`src/rtl/twi_mem_pkg.sv`:
```
package twi_mem_pkg;

   // Frame controller states
   typedef enum logic [2:0] {
      ST_IDLE = 3'd0,   // ignore bus until a start
      ST_RX   = 3'd1,   // shifting in a byte
      ST_ACK  = 3'd2,   // slave drives the ninth bit
      ST_TX   = 3'd3,   // shifting out a read byte
      ST_MACK = 3'd4    // master drives the ninth bit
   } twi_state_e;

   // Meaning of the byte being received
   typedef enum logic [1:0] {
      BK_DEV  = 2'd0,
      BK_AHI  = 2'd1,
      BK_ALO  = 2'd2,
      BK_DATA = 2'd3
   } twi_kind_e;

   function automatic twi_kind_e kind_after(input twi_kind_e k);
      case (k)
         BK_DEV:  return BK_AHI;
         BK_AHI:  return BK_ALO;
         default: return BK_DATA;
      endcase
   endfunction

endpackage

```
`src/rtl/twi_line_sync.sv`:
```
module twi_line_sync #(
   parameter int STAGES = 2
) (
   input  logic clk,
   input  logic rst_n,
   input  logic scl_i,
   input  logic sda_i,
   output logic scl_s,
   output logic sda_s,
   output logic scl_rise,
   output logic scl_fall,
   output logic start_det,
   output logic stop_det
);

   logic [STAGES-1:0] scl_pipe;
   logic [STAGES-1:0] sda_pipe;
   logic              scl_q;
   logic              sda_q;

   generate
      if (STAGES < 2) begin : g_bad_stages
         $error("twi_line_sync: STAGES must be at least 2");
      end
   endgenerate

   always_ff @(posedge clk or negedge rst_n) begin
      if (!rst_n) begin
         scl_pipe <= '1;
         sda_pipe <= '1;
         scl_q    <= 1'b1;
         sda_q    <= 1'b1;
      end else begin
         scl_pipe <= {scl_pipe[STAGES-2:0], scl_i};
         sda_pipe <= {sda_pipe[STAGES-2:0], sda_i};
         scl_q    <= scl_pipe[STAGES-1];
         sda_q    <= sda_pipe[STAGES-1];
      end
   end

   assign scl_s     = scl_pipe[STAGES-1];
   assign sda_s     = sda_pipe[STAGES-1];
   assign scl_rise  = scl_s & ~scl_q;
   assign scl_fall  = ~scl_s & scl_q;
   assign start_det = scl_s & scl_q & sda_q & ~sda_s;
   assign stop_det  = scl_s & scl_q & ~sda_q & sda_s;

endmodule

```
`src/rtl/twi_addr_ptr.sv`:
```
module twi_addr_ptr #(
   parameter int ADDR_W = 15,
   parameter int PAGE_W = 6
) (
   input  logic              clk,
   input  logic              rst_n,
   input  logic              load,
   input  logic [ADDR_W-1:0] load_val,
   input  logic              inc_page,
   input  logic              inc_full,
   output logic [ADDR_W-1:0] ptr
);

   localparam logic [ADDR_W-1:0] A_ONE = ADDR_W'(1);

   logic [ADDR_W-1:0] page_nxt;
   logic [ADDR_W-1:0] full_nxt;

   assign full_nxt = ptr + A_ONE;

   generate
      if (PAGE_W >= ADDR_W) begin : g_flat
         assign page_nxt = full_nxt;
      end else begin : g_paged
         localparam logic [PAGE_W-1:0] P_ONE = PAGE_W'(1);
         logic [PAGE_W-1:0] low_nxt;
         assign low_nxt  = ptr[PAGE_W-1:0] + P_ONE;
         assign page_nxt = {ptr[ADDR_W-1:PAGE_W], low_nxt};


         page_hold_chk: assert property (@(posedge clk) disable iff (!rst_n)
            (inc_page && !load) |=> $stable(ptr[ADDR_W-1:PAGE_W]));
      end
   endgenerate

   always_ff @(posedge clk or negedge rst_n) begin
      if (!rst_n)        ptr <= '0;
      else if (load)     ptr <= load_val;
      else if (inc_page) ptr <= page_nxt;
      else if (inc_full) ptr <= full_nxt;
   end

endmodule

```
`src/rtl/twi_frame_ctl.sv`:
```
module twi_frame_ctl
   import twi_mem_pkg::*;
#(
   parameter int          ADDR_W     = 15,
   parameter logic [4:0]  DEV_PREFIX = 5'b10100
) (
   input  logic              clk,
   input  logic              rst_n,
   input  logic              scl_s,
   input  logic              sda_s,
   input  logic              scl_rise,
   input  logic              scl_fall,
   input  logic              start_det,
   input  logic              stop_det,
   input  logic [1:0]        strap_a,
   input  logic              wp_i,
   input  logic              busy_i,
   input  logic [ADDR_W-1:0] ptr,
   input  logic [7:0]        mem_rd_data,
   output logic              sda_oe,
   output logic              ptr_load,
   output logic [ADDR_W-1:0] ptr_load_val,
   output logic              ptr_inc_page,
   output logic              ptr_inc_full,
   output logic              mem_wr_req,
   output logic [ADDR_W-1:0] mem_wr_addr,
   output logic [7:0]        mem_wr_data,
   output logic              mem_rd_req,
   output logic [ADDR_W-1:0] mem_rd_addr,
   output logic              prog_start
);

   localparam int HI_W = ADDR_W - 8;

   twi_state_e      state;
   twi_kind_e       kind;
   logic [3:0]      bit_cnt;
   logic [7:0]      rx_sr;
   logic [7:0]      tx_sr;
   logic [HI_W-1:0] hi_q;
   logic            rd_mode;
   logic            rd_wait;
   logic            mack_ok;
   logic            wrote;
   logic            dev_hit;

   assign dev_hit = (rx_sr[7:3] == DEV_PREFIX) && (rx_sr[2:1] == strap_a) && !busy_i;

   always_ff @(posedge clk or negedge rst_n) begin
      if (!rst_n) begin
         state        <= ST_IDLE;
         kind         <= BK_DEV;
         bit_cnt      <= '0;
         rx_sr        <= '0;
         tx_sr        <= '0;
         hi_q         <= '0;
         rd_mode      <= 1'b0;
         rd_wait      <= 1'b0;
         mack_ok      <= 1'b0;
         wrote        <= 1'b0;
         sda_oe       <= 1'b0;
         ptr_load     <= 1'b0;
         ptr_load_val <= '0;
         ptr_inc_page <= 1'b0;
         ptr_inc_full <= 1'b0;
         mem_wr_req   <= 1'b0;
         mem_wr_addr  <= '0;
         mem_wr_data  <= '0;
         mem_rd_req   <= 1'b0;
         mem_rd_addr  <= '0;
         prog_start   <= 1'b0;
      end else begin
         mem_wr_req   <= 1'b0;
         mem_rd_req   <= 1'b0;
         prog_start   <= 1'b0;
         ptr_load     <= 1'b0;
         ptr_inc_page <= 1'b0;
         ptr_inc_full <= 1'b0;
         rd_wait      <= mem_rd_req;
         if (rd_wait) tx_sr <= mem_rd_data;

         if (start_det) begin
            state   <= ST_RX;
            kind    <= BK_DEV;
            bit_cnt <= '0;
            rd_mode <= 1'b0;
            sda_oe  <= 1'b0;
         end else if (stop_det) begin
            state  <= ST_IDLE;
            sda_oe <= 1'b0;
            if (wrote) prog_start <= 1'b1;
            wrote  <= 1'b0;
         end else begin
            case (state)
               ST_RX: begin
                  if (scl_rise && bit_cnt != 4'd8) begin
                     rx_sr   <= {rx_sr[6:0], sda_s};
                     bit_cnt <= bit_cnt + 4'd1;
                  end else if (scl_fall && bit_cnt == 4'd8) begin
                     case (kind)
                        BK_DEV: begin
                           if (dev_hit) begin
                              sda_oe  <= 1'b1;
                              state   <= ST_ACK;
                              rd_mode <= rx_sr[0];
                              if (rx_sr[0]) begin
                                 mem_rd_req   <= 1'b1;
                                 mem_rd_addr  <= ptr;
                                 ptr_inc_full <= 1'b1;
                              end
                           end else begin
                              state <= ST_IDLE;
                           end
                        end
                        BK_AHI: begin
                           hi_q   <= rx_sr[HI_W-1:0];
                           sda_oe <= 1'b1;
                           state  <= ST_ACK;
                        end
                        BK_ALO: begin
                           ptr_load     <= 1'b1;
                           ptr_load_val <= {hi_q, rx_sr};
                           sda_oe       <= 1'b1;
                           state        <= ST_ACK;
                        end
                        default: begin
                           if (wp_i) begin
                              state <= ST_IDLE;
                           end else begin
                              mem_wr_req   <= 1'b1;
                              mem_wr_addr  <= ptr;
                              mem_wr_data  <= rx_sr;
                              ptr_inc_page <= 1'b1;
                              wrote        <= 1'b1;
                              sda_oe       <= 1'b1;
                              state        <= ST_ACK;
                           end
                        end
                     endcase
                  end
               end
               ST_ACK: begin
                  if (scl_fall) begin
                     bit_cnt <= '0;
                     if (rd_mode) begin
                        sda_oe <= ~tx_sr[7];
                        state  <= ST_TX;
                     end else begin
                        sda_oe <= 1'b0;
                        kind   <= kind_after(kind);
                        state  <= ST_RX;
                     end
                  end
               end
               ST_TX: begin
                  if (scl_fall) begin
                     if (bit_cnt == 4'd7) begin
                        sda_oe <= 1'b0;
                        state  <= ST_MACK;
                     end else begin
                        sda_oe  <= ~tx_sr[6];
                        tx_sr   <= {tx_sr[6:0], 1'b0};
                        bit_cnt <= bit_cnt + 4'd1;
                     end
                  end
               end
               ST_MACK: begin
                  if (scl_rise) begin
                     mack_ok <= ~sda_s;
                     if (!sda_s) begin
                        mem_rd_req   <= 1'b1;
                        mem_rd_addr  <= ptr;
                        ptr_inc_full <= 1'b1;
                     end
                  end else if (scl_fall) begin
                     bit_cnt <= '0;
                     if (mack_ok) begin
                        sda_oe <= ~tx_sr[7];
                        state  <= ST_TX;
                     end else begin
                        state <= ST_IDLE;
                     end
                  end
               end
               default: ;
            endcase
         end
      end
   end


   oe_scl_low_chk: assert property (@(posedge clk) disable iff (!rst_n)
      (sda_oe != $past(sda_oe)) |-> !$past(scl_s));


   wr_single_chk: assert property (@(posedge clk) disable iff (!rst_n)
      mem_wr_req |=> !mem_wr_req);


   wp_block_chk: assert property (@(posedge clk) disable iff (!rst_n)
      mem_wr_req |-> !$past(wp_i));


   prog_stop_chk: assert property (@(posedge clk) disable iff (!rst_n)
      prog_start |-> $past(stop_det));


   rd_wr_excl_chk: assert property (@(posedge clk) disable iff (!rst_n)
      !(mem_wr_req && mem_rd_req));


   idle_quiet_chk: assert property (@(posedge clk) disable iff (!rst_n)
      (state == ST_IDLE && $past(state) == ST_IDLE) |-> !sda_oe);

endmodule

```
`src/rtl/twi_mem_slave.sv`:
```
module twi_mem_slave #(
   parameter int         ADDR_W      = 15,
   parameter int         PAGE_W      = 6,
   parameter int         SYNC_STAGES = 2,
   parameter logic [4:0] DEV_PREFIX  = 5'b10100
) (
   input  logic              clk,
   input  logic              rst_n,
   input  logic              scl_i,
   input  logic              sda_i,
   output logic              sda_oe,
   input  logic [1:0]        strap_a,
   input  logic              wp_i,
   input  logic              busy_i,
   output logic              mem_wr_req,
   output logic [ADDR_W-1:0] mem_wr_addr,
   output logic [7:0]        mem_wr_data,
   output logic              mem_rd_req,
   output logic [ADDR_W-1:0] mem_rd_addr,
   input  logic [7:0]        mem_rd_data,
   output logic              prog_start
);

   generate
      if (ADDR_W < 9 || ADDR_W > 16) begin : g_bad_addr
         $error("twi_mem_slave: ADDR_W must lie in 9..16");
      end
      if (PAGE_W < 1 || PAGE_W > ADDR_W) begin : g_bad_page
         $error("twi_mem_slave: PAGE_W must lie in 1..ADDR_W");
      end
   endgenerate

   logic              scl_s, sda_s, scl_rise, scl_fall, start_det, stop_det;
   logic [ADDR_W-1:0] ptr;
   logic              ptr_load, ptr_inc_page, ptr_inc_full;
   logic [ADDR_W-1:0] ptr_load_val;

   twi_line_sync #(.STAGES(SYNC_STAGES)) u_sync (
      .clk       (clk),
      .rst_n     (rst_n),
      .scl_i     (scl_i),
      .sda_i     (sda_i),
      .scl_s     (scl_s),
      .sda_s     (sda_s),
      .scl_rise  (scl_rise),
      .scl_fall  (scl_fall),
      .start_det (start_det),
      .stop_det  (stop_det)
   );

   twi_addr_ptr #(.ADDR_W(ADDR_W), .PAGE_W(PAGE_W)) u_ptr (
      .clk      (clk),
      .rst_n    (rst_n),
      .load     (ptr_load),
      .load_val (ptr_load_val),
      .inc_page (ptr_inc_page),
      .inc_full (ptr_inc_full),
      .ptr      (ptr)
   );

   twi_frame_ctl #(.ADDR_W(ADDR_W), .DEV_PREFIX(DEV_PREFIX)) u_ctl (
      .clk          (clk),
      .rst_n        (rst_n),
      .scl_s        (scl_s),
      .sda_s        (sda_s),
      .scl_rise     (scl_rise),
      .scl_fall     (scl_fall),
      .start_det    (start_det),
      .stop_det     (stop_det),
      .strap_a      (strap_a),
      .wp_i         (wp_i),
      .busy_i       (busy_i),
      .ptr          (ptr),
      .mem_rd_data  (mem_rd_data),
      .sda_oe       (sda_oe),
      .ptr_load     (ptr_load),
      .ptr_load_val (ptr_load_val),
      .ptr_inc_page (ptr_inc_page),
      .ptr_inc_full (ptr_inc_full),
      .mem_wr_req   (mem_wr_req),
      .mem_wr_addr  (mem_wr_addr),
      .mem_wr_data  (mem_wr_data),
      .mem_rd_req   (mem_rd_req),
      .mem_rd_addr  (mem_rd_addr),
      .prog_start   (prog_start)
   );

endmodule

```
`config.mk`:
```
export PLATFORM = sky130hd
export DESIGN_NAME = twi_mem_slave
export DESIGN_NICKNAME = d
export VERILOG_FILES = /design/src/rtl/twi_mem_pkg.sv /design/src/rtl/twi_line_sync.sv /design/src/rtl/twi_addr_ptr.sv /design/src/rtl/twi_frame_ctl.sv /design/src/rtl/twi_mem_slave.sv
export SDC_FILE = /design/constraint.sdc
export NUM_CORES = 1
export LEC_CHECK = 0
export BUFFER_PORTS_ARGS = -buffer_cell sky130_fd_sc_hd__buf_2
export CORE_MARGIN = 5
export CORE_UTILIZATION = 40
export CTS_BUF_LIST = sky130_fd_sc_hd__clkbuf_4 sky130_fd_sc_hd__clkbuf_8 sky130_fd_sc_hd__clkbuf_16
export DETAILED_ROUTE_END_ITERATION = 6
export SETUP_SLACK_MARGIN = 0.1
export SLEW_MARGIN = 5
export SYNTH_ARGS = -nofsm -noshare
export SYNTH_HDL_FRONTEND = slang
export SYNTH_HIERARCHICAL = 1
export SYNTH_SLANG_ARGS = --single-unit
```
`constraint.sdc`:
```
create_clock -name clk -period 5 [get_ports clk]
set_clock_uncertainty 0.2 [all_clocks]
set_input_delay 1.5 -clock clk [delete_from_list [all_inputs] [get_ports clk]]
set_output_delay 1.5 -clock clk [all_outputs]
set_load 0.005 [all_outputs]
```
==> metrics.md, run 1 <==
| Metric | Value |
|---|---|
| Status | `completed` |
| Gp weighted congestion | `around 0.89` |
| Postcts setup bufs | `0` |
| # resized after CTS | `0` |
| CP startpoint kind | `input pin` |
| H-tree depth | `4` |
| First-pass GRT wire length | `18,170 µm` |
| Tightest Pin Transition | `1.241 ns` |
| Minimum clock period | `3.410 ns` |
| DRT antenna net count | `0` |
| WS Path Type | `input pin to flip-flop` |
| CTS max path bufs | `2` |
| Register area | `~2900 µm²` |
| Critical path required time | `a little over 5 ns` |
| Max-Cap Viols | `0` |
| Port Buffers | `between 50 and 60` |
| Core Region | `around 13,000 µm²` |
| IO Pins | `58` |
| Rows | `41` |
| Cell Pwr Density | `364.5 nW/µm²` |
| Slack of the critical path | `1.590 ns` |
| Final hold vios | `0` |
| Largest net degree at the start of global routing | `60` |
| TritonCTS Buffers | `17` |
| TritonCTS clock tree | `yes` |
| Die height | `approximately 120 µm` |
| DIE WIDTH | `between 100 and 150 µm` |
| Multi-input gate area | `between 2000 and 2500 µm²` |
| Top post-synthesis cells by area | `dfrtp_1, mux2_2, dfstp_2, mux2_4, mux2i_1` |
| Wire per inst | `15.86 µm` |
| Die area | `between 15,000 and 20,000 µm²` |
| Post-synthesis async set-or-reset flop share | `1.000` |
| Filler Cell Count | `between 1,000 and 1,500` |
| Max Slew Vio Count | `0` |
| Antenna diode count | `0` |
| Relative max-transition margin | `0.1728` |
| GR Util All Layers | `0.1443` |
| Most common cell in the netlist | `dfrtp_1` |
| #FFs+latches synth | `between 100 and 150` |
| Drc violations | `0` |
| Synth area leader | `dfrtp_1` |
| Max Fclk | `between 200 and 300 MHz` |
| Synth cell types | `~60` |
| Commonest cells in the netlist | `dfrtp_1, mux2_2, nand2_1` |
| Crit path max fanout | `16` |
| Syn_nets | `approximately 440` |
| Hold buffers post-CTS | `0` |
| Post-Route WL | `between 10,000 and 15,000 µm` |
| Hold Crit Class | `flip-flop to flip-flop` |
| Largest vdd supply drop | `0.2177 mV` |
| Sink Count | `around 120` |
| Final setup viols | `0` |
| Leakage | `3.065 nW` |
| Vias in the first global route | `between 3,000 and 4,000` |
| Total number of vias | `approximately 3,500` |
| Clk_lat worst skew | `a little over 0.4 ns` |
| Vias per cell | `~5.2` |
| Gr ovfl total | `0` |
| Initial DRC Count | `approximately 210` |
| Unrepaired setup endpoints after global routing | `false` |
| Post-Syn Instances | `420` |
| Synth Flop Type | `dfrtp_1` |
| Initial antenna violation count | `0` |
| Ys Warns | `6` |
| HPWL Detailed | `7326 µm` |
| Synth Cell Area | `5226 µm²` |
| Register area share after synthesis | `0.5521` |
| Initial Util | `0.4108` |
| Nets | `just over 500` |
| Reg clk slew, reported paths | `0.05 ns` |
| Setup WS pre-CTS | `~1.1 ns` |
| Post-synth EDFFs | `0` |
| Area Growth Syn to Fin | `20.37%` |
| Fraction of layout instances using a drive strength above 1 | `0.3476` |
| Worst Path Arrival | `approximately 3.5 ns` |
| Pre-antenna DRT Iters | `4` |
| Fin Setup TNS | `0 ns` |
| Syn Area/Cell | `between 10 and 15 µm²` |
| Crit path capture type | `flip-flop` |
| Synth top area share | `0.5219` |
| Period utilization | `0.6821` |
| CTS Root Buffer Type | `clkbuf_16` |
[cells by family after synthesis]
logic type,count (synthesis),synth area share
flip-flops,115,0.5521
AND/OR/NAND/NOR,114,0.1247
multiplexers,81,0.1784
AO/OA/AOI/OAI,57,0.07446
buffers and inverters,31,0.02777
XOR/XNOR,14,0.02346
adder cells (fa/ha/maj),8,0.01915
[worst max-delay path, cell delays in order]
cell      delay, ns
buf_2          0.10
xor2_1         0.24
nor4_4         0.11
and3_1         0.19
o221ai_2       0.92
mux2_2         0.42
[registers in the layout (all words and copies together), names as in the netlist, 2 cells and up]
name	count
u_sync/sda_pipe	2
u_ctl/tx_sr	8
u_ctl/mem_wr_addr	15
u_ctl/bit_cnt	4
u_ctl/kind	2
u_ptr/ptr	15
u_ctl/state	3
u_ctl/mem_rd_addr	15
u_ctl/ptr_load_val	15
u_ctl/rx_sr	8
u_ctl/mem_wr_data	8
u_ctl/hi_q	7
u_sync/scl_pipe	2
[metrics by stage]
stage	cell area, µm²	power [mW]	std cells	hold WS [ns]	utilization
floorplan	5226	0.9982	420	0.1452	-
global placement	5664	1.037	634	0.1469	0.4452
detailed placement	5664	1.039	634	0.1479	0.4452
CTS	6291	2.330	664	0.1553	0.4945
global route	6291	2.389	664	0.1625	0.4945
finish	6291	2.293	664	0.1532	0.4945
[worst paths after layout]
check | from | endpoint | slack, ns | cells past startpoint
min in group asynchronous | rst_n | u_ctl/mem_rd_addr[5] | 0.96 | 1
worst min register to register | u_sync/scl_pipe[0] | u_sync/scl_pipe[1] | 0.15 | 0
worst max register to register | u_sync/scl_q | u_ctl/mem_wr_data[7] | 1.96 | 7
worst min-delay path | u_sync/scl_pipe[0] | u_sync/scl_pipe[1] | 0.15 | 0
max in group asynchronous | rst_n | u_sync/scl_q | 2.82 | 2
worst max-delay path | strap_a[0] | u_ctl/mem_rd_addr[1] | 1.59 | 6
[area by class of cell]
type	instances	area share
multi-input cells	274	0.3490
repair buffers	59	0.05012
inverters	14	0.008353
clock buffers	21	0.07538
flip-flops and latches	115	0.4586
clock inverters	9	0.02426
well taps	172	0.03421
[per-layer routing]
metal | track usage | wire (µm) | vias to the layer above
li1 | - | - | 1638
met2 | 0.2141 | 4887 | 86
met3 | 0.05017 | 507 | 16
met5 | 0 | 0 | -
met1 | 0.1938 | 4964 | 1719
met4 | 0.05738 | 170 | 0
[placed cells by master, fill, tap and decap left out, types with 3 or more instances in the layout]
master / instances
dfrtp_1: 109
mux2_2: 57
buf_2: 56
nand2_1: 25
nor2_1: 22
clkbuf_16: 17
a21oi_1: 17
inv_1: 14
mux2i_1: 11
o21ai_0: 10
nor3_1: 9
nand3_1: 9
nor2b_1: 9
mux2_4: 9
xnor2_1: 9
ha_1: 8
o21ai_1: 8
dfstp_2: 6
xor2_1: 5
nor4_1: 5
bufinv_16: 4
nand2b_1: 4
nand3b_1: 4
nand4b_1: 4
mux2_1: 4
clkbuf_8: 3
clkinv_2: 3
and3_1: 3
nand4_1: 3
o31ai_1: 3
[power by group]
group          leakage, nW  switching [mW]  internal (mW)
clock                0.313           0.401          0.872
sequential            1.54          0.0159          0.945
combinational         1.21          0.0375         0.0222
total                 3.07           0.454           1.84
Note: power is estimated with default switching activity, not from simulation.
==> run 2, diff against run 1 <==
- clock period: 5 -> 2.7 ns (I/O delays scaled with it)
==> run 2 against run 1 <==
  * Sequential share of layout area is 1.6 points lower
  * Global-route usage grew 0.59 points
  * Count of clock-buffer cells in the layout decreased by 2
  * Setup slack worse by 1.3 ns
  * Clock power is 100% higher
  * Routed wire length is 2.1% higher
  * Register-to-register slack got worse by 1.7 ns
  * Sequential power increased by 85%
  * Worst hold slack got worse by 0.0060 ns
  * Critical path depth fell by 1
  * Cell count grew 2.9%
  * Die area unchanged
==> metrics.md, run 2 (synthesized netlist as in run 1, its figures left out) <==
| Metric | Value |
|---|---|
| Status | `completed (unchanged)` |
| Cell Pwr Density | `685.9 nW/µm² (was 364.5 nW/µm²)` |
| Largest net degree at the start of global routing | `38 (was 60)` |
| Hold buffers post-CTS | `0 (unchanged)` |
| Total number of vias | `3,529 (was 3,459)` |
| Core Region | `12,720 µm² (unchanged)` |
| Critical path required time | `2.80 ns (was 5.09 ns)` |
| CP startpoint | `u_sync/sda_q (was strap_a[0])` |
| Tightest Pin Transition | `0.5934 ns (was 1.241 ns)` |
| Pre-antenna DRT Iters | `4 (unchanged)` |
| Postcts setup bufs | `0 (unchanged)` |
| Worst Path Arrival | `2.53 ns (was 3.50 ns)` |
| Relative max-transition margin | `0.5982 (was 0.1728)` |
| TritonCTS clock tree | `yes (unchanged)` |
| HPWL Detailed | `7572 µm (was 7326 µm)` |
| Initial Util | `0.4108 (unchanged)` |
| Max Slew Vio Count | `0 (unchanged)` |
| Reg-to-reg startpoint | `u_sync/sda_q (was u_sync/scl_q)` |
| Filler Cell Count | `1,178 (was 1,153)` |
| Initial DRC Count | `259 (was 214)` |
| Flop2flop setup slack | `0.27 ns (was 1.96 ns)` |
| Reg-to-reg critical path endpoint | `u_ctl/state[1] (was u_ctl/mem_wr_data[7])` |
| Unrepaired setup endpoints after global routing | `false (unchanged)` |
| Minimum clock period | `between 2 and 2.5 ns` |
| Drc violations | `0 (unchanged)` |
| Post-Route WL | `10,750 µm (was 10,530 µm)` |
| Slack of the critical path | `0.2709 ns (was 1.590 ns)` |
| Final hold vios | `0 (unchanged)` |
| Max Fclk | `between 400 and 500 MHz` |
| Pwr Total | `4.470 mW (was 2.293 mW)` |
| WS Path Type | `flip-flop to flip-flop (was input pin to flip-flop)` |
| Reg clk slew, reported paths | `0.06 ns (was 0.05 ns)` |
| Setup WS pre-CTS | `0.07687 ns (was 1.144 ns)` |
| Rows | `41 (unchanged)` |
| Fin Setup TNS | `0 ns (unchanged)` |
| GR Util All Layers | `0.1502 (was 0.1443)` |
| Crit path capture type | `flip-flop (unchanged)` |
| Nets | `522 (was 505)` |
| Gr ovfl total | `0 (unchanged)` |
| Clk_lat worst skew | `0.41 ns (about the same)` |
| First-pass GRT wire length | `18,830 µm (was 18,170 µm)` |
| Fraction of layout instances using a drive strength above 1 | `0.3738 (was 0.3476)` |
| Max-Cap Viols | `0 (unchanged)` |
| Largest vdd supply drop | `0.3119 mV (was 0.2177 mV)` |
| Leakage | `3.188 nW (was 3.065 nW)` |
| Gp weighted congestion | `0.8752 (was 0.8901)` |
| Min Hold Slack | `0.1472 ns (was 0.1532 ns)` |
| Final setup viols | `0 (unchanged)` |
| TritonCTS Buffers | `17 (unchanged)` |
| Worst setup endpoint | `u_ctl/state[1] (was u_ctl/mem_rd_addr[1])` |
| DRT antenna net count | `0 (unchanged)` |
| H-tree depth | `4 (unchanged)` |
| Sink Count | `115 (unchanged)` |
| IO Pins | `58 (unchanged)` |
| Hold Crit Class | `input pin to asynchronous set/reset pin (was flip-flop to flip-flop)` |
| Most common cell after layout, fill and taps aside | `dfrtp_1 (unchanged)` |
| Finished Layout Cells | `683 (was 664)` |
| Crit path max fanout | `10 (was 16)` |
| DIE WIDTH | `124.3 µm (unchanged)` |
| Vias per cell | `5.167 (was 5.209)` |
| Vias in the first global route | `3,637 (was 3,537)` |
| CP startpoint kind | `flip-flop (was input pin)` |
| Inst Count DP | `651 (was 634)` |
| CTS Root Buffer Type | `clkbuf_16 (unchanged)` |
| Most frequent cells in the layout | `dfrtp_1, mux2_2, buf_2 (unchanged)` |
| Area Growth Syn to Fin | `24.68% (was 20.37%)` |
| Wire per inst | `15.74 µm (was 15.86 µm)` |
| R2R cell count | `5 (was 7)` |
| Port Buffers | `57 (unchanged)` |
| # resized after CTS | `0 (unchanged)` |
| Period utilization | `0.8997` |
| CTS max path bufs | `2 (unchanged)` |
| Initial antenna violation count | `0 (unchanged)` |
| Antenna diode count | `0 (unchanged)` |
| Die area | `15,450 µm² (unchanged)` |
| Die height | `124.3 µm (unchanged)` |
[run 2: changes by cell type in the layout (fill, tap and decap cells not counted)]
| cell | before | now |
|---|---|---|
| clkbuf_4 | 1 | 0 |
| nand3_1 | 9 | 8 |
| clkbuf_8 | 3 | 2 |
| nand3_2 | 0 | 1 |
| buf_4 | 2 | 16 |
| clkinv_4 | 1 | 2 |
| buf_12 | 1 | 4 |
| clkinvlp_4 | 0 | 1 |
| bufinv_16 | 4 | 6 |
[run 2: cell type report]
class	instances	area (µm²)	share of cell area
Clock buffer	19	452.9	0.06951
Clock inverter	13	229.0	0.03514
Inverter	14	52.55	0.008065
Multi-Input combinational cell	274	2201	0.3377
Sequential cell	115	2885	0.4428
Tap cell	172	215.2	0.03303
Timing Repair Buffer	76	480.5	0.07373
[run 2: worst max-delay path: stages (launching register included)]
cell and delay (ns):
dfstp_2 0.52, and4b_1 0.19, or2_1 0.36, nor3_1 0.44
a211o_1 0.26, mux2_2 0.34
[run 2: routing by layer]
layer	track usage	vias to the layer above	share of wire
li1	-	1673	-
met1	0.2027	1750	0.48
met2	0.2255	85	0.46
met3	0.04331	21	0.046
met4	0.06512	0	0.018
met5	0	-	0
[run 2: worst min path at each step]
stage	start	endpoint	slack (ns)	cells past startpoint
floorplan	u_sync/scl_pipe[0]	u_sync/scl_pipe[1]	0.15	0
global placement	u_sync/sda_pipe[0]	u_sync/sda_pipe[1]	0.15	0
detailed placement	u_sync/sda_pipe[0]	u_sync/sda_pipe[1]	0.15	0
CTS	rst_n	u_ctl/mem_wr_addr[0]	0.14	1
global route	u_sync/sda_pipe[0]	u_sync/sda_pipe[1]	0.16	0
finish	rst_n	u_ctl/mem_wr_addr[0]	0.15	1
[run 2: power by group]
part	internal [mW]	total (mW)	switching [mW]
Sequential	1.75	1.78	0.0283
Combinational	0.0487	0.122	0.0730
Clock	1.78	2.57	0.792
[run 2: stage by stage]
step	util	area, µm²
2_1_floorplan	-	5226
3_3_place_gp	0.4582	5829
3_5_place_dp	0.4582	5829
4_1_cts	0.5118	6511
5_1_grt	0.5122	6516
6_report	0.5122	6516
